`src/rtl/sdclk_pkg.sv`:
```
package sdclk_pkg;
    localparam int unsigned SDCLK_PRE_W_DEF = 8;
    localparam int unsigned SDCLK_DIV_W_DEF = 4;
    localparam int unsigned SDCLK_RESET_RATIO = 2;
endpackage

```
`src/rtl/sdclk_ratio_dec.sv`:
```
module sdclk_ratio_dec #(
    parameter int unsigned PRE_W = 8,
    parameter int unsigned DIV_W = 4,
    localparam int unsigned RAT_W = PRE_W + DIV_W + 1,
    localparam int unsigned SH_W  = $clog2(PRE_W + 1)
) (
    input  logic [PRE_W-1:0] pre_code,
    input  logic [DIV_W-1:0] div_code,
    output logic [RAT_W-1:0] ratio
);
    logic [SH_W-1:0]  shift;
    logic [RAT_W-1:0] linear;
    logic [RAT_W-1:0] product;

    // highest set bit of the prescale code selects the power of two
    always_comb begin
        shift = '0;
        for (int i = 0; i < PRE_W; i++) begin
            if (pre_code[i]) shift = SH_W'(i + 1);
        end
    end

    always_comb begin
        linear  = RAT_W'(div_code) + RAT_W'(1);
        product = linear << shift;
        ratio   = (product == RAT_W'(1)) ? RAT_W'(2) : product;
    end
endmodule

```
`src/rtl/sdclk_phase_gen.sv`:
```
module sdclk_phase_gen #(
    parameter int unsigned RAT_W = 13,
    parameter int unsigned RESET_RATIO = 2
) (
    input  logic             clk,
    input  logic             rst_n,
    input  logic [RAT_W-1:0] req_ratio,
    input  logic             gate_nxt,
    output logic             boundary,
    output logic [RAT_W-1:0] active_ratio,
    output logic             clk_out
);
    typedef struct packed {
        logic [RAT_W-1:0] ratio;
        logic [RAT_W-1:0] cnt;
        logic             out;
    } ph_state_t;

    ph_state_t st_d, st_q;
    logic [RAT_W-1:0] hi_d;

    assign boundary     = (st_q.cnt == st_q.ratio - RAT_W'(1));
    assign active_ratio = st_q.ratio;
    assign clk_out      = st_q.out;

    always_comb begin
        st_d = st_q;
        if (boundary) begin
            st_d.cnt = '0;
            if (req_ratio != st_q.ratio) st_d.ratio = req_ratio;
        end else begin
            st_d.cnt = st_q.cnt + RAT_W'(1);
        end
        hi_d     = st_d.ratio - (st_d.ratio >> 1);
        st_d.out = gate_nxt && (st_d.cnt < hi_d);
    end

    always_ff @(posedge clk or negedge rst_n) begin
        if (!rst_n) begin
            st_q.ratio <= RAT_W'(RESET_RATIO);
            st_q.cnt   <= '0;
            st_q.out   <= 1'b0;
        end else begin
            st_q <= st_d;
        end
    end

    // every rising edge opens a period
    a_r3_rise_at_start: assert property (@(posedge clk) disable iff (!rst_n)
        $rose(st_q.out) |-> (st_q.cnt == '0));
    // phase counter stays inside the active period
    a_r3_cnt_range: assert property (@(posedge clk) disable iff (!rst_n)
        st_q.cnt < st_q.ratio);
    // the active ratio only moves at a period end
    a_r6_load_at_boundary: assert property (@(posedge clk) disable iff (!rst_n)
        !boundary |=> $stable(st_q.ratio));
endmodule

```
`src/rtl/sdclk_settle_ctl.sv`:
```
module sdclk_settle_ctl (
    input  logic clk,
    input  logic rst_n,
    input  logic card_en,
    input  logic boundary,
    input  logic change,
    output logic gate_nxt,
    output logic stable
);
    typedef struct packed {
        logic stable;
        logic gate;
    } ctl_state_t;

    ctl_state_t st_d, st_q;

    always_comb begin
        st_d = st_q;
        if (change)        st_d.stable = 1'b0;
        else if (boundary) st_d.stable = 1'b1;
        if (!card_en)      st_d.gate = 1'b0;
        else if (boundary) st_d.gate = !change;
    end

    always_ff @(posedge clk or negedge rst_n) begin
        if (!rst_n) begin
            st_q.stable <= 1'b0;
            st_q.gate   <= 1'b0;
        end else begin
            st_q <= st_d;
        end
    end

    assign gate_nxt = st_d.gate;
    assign stable   = st_q.stable;

    // a pending ratio change clears the stable flag next cycle
    a_r5_change_drops_stable: assert property (@(posedge clk) disable iff (!rst_n)
        change |=> !st_q.stable);
    // the stable flag returns only at a period end
    a_r7_settle_at_boundary: assert property (@(posedge clk) disable iff (!rst_n)
        $rose(st_q.stable) |-> $past(boundary));
    // gate is closed the cycle after enable is low
    a_r8_gate_closed: assert property (@(posedge clk) disable iff (!rst_n)
        !card_en |=> !st_q.gate);
endmodule

```
`src/rtl/sdclk_divider.sv`:
```
module sdclk_divider #(
    parameter int unsigned PRE_W = sdclk_pkg::SDCLK_PRE_W_DEF,
    parameter int unsigned DIV_W = sdclk_pkg::SDCLK_DIV_W_DEF,
    localparam int unsigned RAT_W = PRE_W + DIV_W + 1
) (
    input  logic             clk_src,
    input  logic             rst_n,
    input  logic [PRE_W-1:0] prescale_sel,
    input  logic [DIV_W-1:0] divisor_sel,
    input  logic             card_clk_en,
    output logic             card_clk,
    output logic             card_clk_stable
);
    logic [RAT_W-1:0] req_ratio;
    logic [RAT_W-1:0] active_ratio;
    logic             boundary;
    logic             gate_nxt;
    logic             change;

    sdclk_ratio_dec #(.PRE_W(PRE_W), .DIV_W(DIV_W)) u_dec (
        .pre_code (prescale_sel),
        .div_code (divisor_sel),
        .ratio    (req_ratio)
    );

    assign change = (req_ratio != active_ratio);

    sdclk_phase_gen #(.RAT_W(RAT_W), .RESET_RATIO(sdclk_pkg::SDCLK_RESET_RATIO)) u_phase (
        .clk          (clk_src),
        .rst_n        (rst_n),
        .req_ratio    (req_ratio),
        .gate_nxt     (gate_nxt),
        .boundary     (boundary),
        .active_ratio (active_ratio),
        .clk_out      (card_clk)
    );

    sdclk_settle_ctl u_ctl (
        .clk      (clk_src),
        .rst_n    (rst_n),
        .card_en  (card_clk_en),
        .boundary (boundary),
        .change   (change),
        .gate_nxt (gate_nxt),
        .stable   (card_clk_stable)
    );

    // output held low while enable is low
    a_r8_enable_holds_low: assert property (@(posedge clk_src) disable iff (!rst_n)
        !card_clk_en |=> !card_clk);
    // output only starts after enable was present
    a_r9_start_needs_enable: assert property (@(posedge clk_src) disable iff (!rst_n)
        $rose(card_clk) |-> $past(card_clk_en));
endmodule

```
`config.mk`:
```
export PLATFORM = sky130hd
export DESIGN_NAME = sdclk_divider
export DESIGN_NICKNAME = d
export VERILOG_FILES = /design/src/rtl/sdclk_pkg.sv /design/src/rtl/sdclk_ratio_dec.sv /design/src/rtl/sdclk_phase_gen.sv /design/src/rtl/sdclk_settle_ctl.sv /design/src/rtl/sdclk_divider.sv
export SDC_FILE = /design/constraint.sdc
export NUM_CORES = 1
export LEC_CHECK = 0
export ABC_CLOCK_PERIOD_IN_PS = 7100
export BUFFER_PORTS_ARGS = -buffer_cell sky130_fd_sc_hd__buf_2
export CAP_MARGIN = 20
export CORE_MARGIN = 5
export CORE_UTILIZATION = 60
export CTS_CLUSTER_DIAMETER = 80
export DETAILED_ROUTE_END_ITERATION = 8
export GPL_TIMING_DRIVEN = 0
export PLACE_DENSITY = 0.76
export SLEW_MARGIN = 20
export SYNTH_ARGS = -nofsm -noshare
export SYNTH_HDL_FRONTEND = slang
export SYNTH_SLANG_ARGS = --single-unit
```
`constraint.sdc`:
```
create_clock -name clk_src -period 7.1 [get_ports clk_src]
set_clock_uncertainty 0.15 [all_clocks]
set_input_delay 1.775 -clock clk_src [delete_from_list [all_inputs] [get_ports clk_src]]
set_output_delay 1.775 -clock clk_src [all_outputs]
set_load 0.01 [all_outputs]
```
==> impl_metrics.json <==
{
  "outcome": "complete, but fails checks",
  "failed_checks": "setup timing",
  "first_iter_violations": 229,
  "post_route_cells_drive_above_1_share_pct": 32.30,
  "synthCells": 420,
  "post_synth_mux_area_share_pct": 7.703,
  "synthFlopType": "dfrtp_1",
  "count_of_flip_flops_with_a_built_in_enable_after_synthesis": 0,
  "combPwrFrac_pct": 29.3,
  "nFillCells": 382,
  "pwr-share-clk_pct": 34.0,
  "drt-wirelength-per-cell_um": 19.86,
  "netlist_area_pre_place_um2": 3557,
  "std_cell_rows": 28,
  "grt-ovfl-total": 0,
  "grt_start_max_net_pins": 30,
  "cts_inserted_buffers": 5,
  "ioPinCount": 17,
  "yosys.area.top_type_share_pct": 19.70,
  "p_sw_mw": 0.1395,
  "number_of_synthesized_register_bits": 29,
  "worstHoldPathType": "flop to flop",
  "tritoncts_clock_tree": "built",
  "timing.final.hold_violations": 0,
  "gpl.final_weighted_congestion": 1.025,
  "floorplan.core_area_um2": 5851,
  "fin_area_um2": 4659,
  "vdd_drop_max_uv": 130.4,
  "post_drt_via_cell_ratio": 6.460,
  "ctsRootBufferMaster": "clkbuf_8",
  "swShare_pct": 31.04,
  "place_area_um2": 3867,
  "yosysWarnings": 0,
  "dp_cell_count": 511,
  "power.density_cell_area_nw_per_um2": 96.46,
  "crit_path_max_incr_delay_ns": 0.45,
  "seq_area_um2": 726.9,
  "arrival_ns": 7.38,
  "critPathLaunchType": "input pin",
  "timing.final.crit_share_pct": 103.1,
  "synth_sequential_area_ratio_pct": 20.44,
  "timing.fmax_mhz": 136.7,
  "net_count_final": 528,
  "insertion_delay_ns": 0.28,
  "die_area_um2": 7568,
  "number_of_buffers_added_on_ports": 16,
  "route.final.wire_length_mm": 11.14,
  "grt_pass1_vias": 3685,
  "clock_transition_at_the_registers_of_the_reported_paths_ns": 0.06,
  "antennaDiodeCount": 0,
  "final_max_slew_viol_count": 0,
  "seqPwrFrac_pct": 36.8,
  "crit_fanout": 5,
  "multi_input_gate_area_in_the_final_layout_um2": 3064,
  "start_util_pct": 60.80,
  "capturing_element_type_of_the_critical_path": "flop",
  "place.detailed.hpwl_mm": 7.567,
  "final_antenna_net_count": 0,
  "cap_viol_max_count": 0,
  "synth_compound_area_share_pct": 21.21,
  "worst_path_max_delay_cell": "a222oi_1",
  "die_width_um": 87.00,
  "syn_to_final_growth_pct": 30.99,
  "yosys.area.top_type": "dfrtp_1",
  "mappedNetlistNets": 463,
  "route.vias.total": 3624,
  "power.internal_mw": 0.3099,
  "post-synth-top-count-cell": "nor2_1",
  "drc": 0,
  "main_combinational_cell_family_by_area_after_synthesis": "simple AND/OR/NAND/NOR gates",
  "worst_reg2reg_setup_slack_ns": 0.65,
  "setup-violations-final": 1,
  "hold_buffers": 0,
  "timing.critical_path.required_ns": 7.17,
  "die_h_um": 87.00,
  "cts-htree-levels": 2,
  "synthXorXnorAreaFrac_pct": 10.83,
  "netlist_top_cells_count": "nor2_1, nand2_1, dfrtp_1, ha_1, xnor2_1",
  "drt_first_pass_iters": 5,
  "synth_top_cells_by_area": "dfrtp_1, ha_1, xnor2_1",
  "antenna_violations_before_repair": 0,
  "layout.cells.non_filler": 561,
  "synth-adder-area-share_pct": 10.06,
  "setup_slack_ns": -0.2168,
  "finalCriticalPeriod_ns": 7.317,
  "synth.lib_cells_used.distinct": 77,
  "rsz_0062_raised_after_global_routing": "true",
  "timing.setup.critical_path_class": "input pin to flop",
  "wire_length_of_the_first_global_routing_pass_mm": 18.08,
  "worst-slew-pin-transition_ns": 0.7115,
  "cts_num_sinks": 29,
  "synthSimpleGateAreaFrac_pct": 24.48,
  "grt.total_usage_pct": 30.05,
  "synth-async-reset-ratio_pct": 100.0,
  "timing.slew.headroom_pct": 52.57,
  "clk_path_buf_depth": 2,
  "timing.hold.worst_path_depth": 1,
  "p_leak_nw": 2.077,
  "reg2regPathDepth": 32,
  "syn-mean-instance-area_um2": 8.469
}
## worst paths after layout
kind	start	endpoint
worst max register to register	u_phase.active_ratio[0]$_DFF_PN0_	u_phase.clk_out$_DFF_PN0_
worst min register to register	u_ctl.stable$_DFFE_PN0P_	u_ctl.stable$_DFFE_PN0P_
worst min-delay path	u_ctl.stable$_DFFE_PN0P_	u_ctl.stable$_DFFE_PN0P_
max in group asynchronous	rst_n	u_phase.st_q[4]$_DFF_PN0_
worst max-delay path	prescale_sel[4]	u_phase.clk_out$_DFF_PN0_
min in group asynchronous	rst_n	u_phase.st_q[12]$_DFF_PN0_
## final cells by class
class,count,share of cell area [%]
inverter,17,1.369
timing repair buffer,59,10.02
multi-input combinational,353,65.76
tap,75,2.014
buffer,20,3.061
sequential,29,15.60
clock inverter,1,0.1074
clock buffer,7,2.068
## registers in the layout, indices dropped and copies added, names as in the netlist
signal,count
u_phase.clk_out,1
u_phase.active_ratio,13
u_phase.st_q,13
u_ctl.stable,1
u_ctl.st_q,1
## cell families after synthesis
logic type | Yosys count
AND/OR/NAND/NOR | 154
AO/OA/AOI/OAI | 102
XOR/XNOR | 44
buffers and inverters | 38
flip-flops | 29
adder cells (fa/ha/maj) | 28
multiplexers | 25
## layer usage
| layer | global-route usage (%) | share of wire (%) | vias to the layer above |
|---|---|---|---|
| met2 | 51.48 | 51 | 188 |
| met5 | 0 | 0 | - |
| met4 | 13.03 | 4.5 | 0 |
| met3 | 3.406 | 6.5 | 51 |
| met1 | 37.92 | 38 | 1712 |
| li1 | - | - | 1673 |
## power groups by stage
stage	logic, mW	clock network (mW)	registers [mW]
2_1_floorplan	0.0617	0	0.168
3_3_place_gp	0.0876	0	0.168
3_5_place_dp	0.0887	0	0.168
4_1_cts	0.118	0.154	0.165
5_1_grt	0.138	0.161	0.165
6_report	0.131	0.153	0.165
## metrics by stage
stage / util, % / hold slack (ns) / total power, mW / TNS [ns] / setup slack, ns
floorplan: - / 0.3502 / 0.2301 / -0.005864 / -0.005864
global route: 79.64 / 0.4017 / 0.4644 / -0.5199 / -0.5199
global placement: 66.10 / 0.3610 / 0.2559 / -0.9708 / -0.9708
detailed placement: 66.10 / 0.3620 / 0.2570 / -1.064 / -1.064
CTS: 77.31 / 0.3799 / 0.4374 / -0.1078 / -0.1078
finish: 79.64 / 0.3808 / 0.4495 / -0.2168 / -0.2168
## worst max-delay path: cells and delay by family
kind / cells / cell delay (ns)
buf+inv: 6 / 0.68
xor+xnor: 1 / 0.15
fa+ha+maj: 3 / 0.93
mux: 1 / 0.18
simple gates: 7 / 1.14
compound gates: 14 / 2.52
## placed cells by master, fill, tap and decap left out, types with 4 or more instances in the layout
cell,n
a21o_1,4
a21oi_1,16
a31oi_1,4
and3_1,8
buf_12,4
buf_2,12
buf_4,44
buf_6,7
clkbuf_1,10
clkbuf_8,7
dfrtp_1,28
ha_1,25
inv_1,16
mux2_2,7
mux2_4,5
mux2i_1,10
nand2_1,27
nand2b_1,4
nand3_1,15
nor2_1,34
nor2b_1,7
nor3_1,14
nor3_4,4
nor4_1,4
nor4_4,4
o21ai_0,13
o21ai_4,5
xnor2_1,21
xor2_1,18
## what timing repair did
item / CTS / global route
pin swaps: 45 / 20
gates resized for setup: 60 / 15
buffers inserted: 36 / 7
endpoints found under the setup margin: 1 / 1
(Power assumes the default switching activity.)
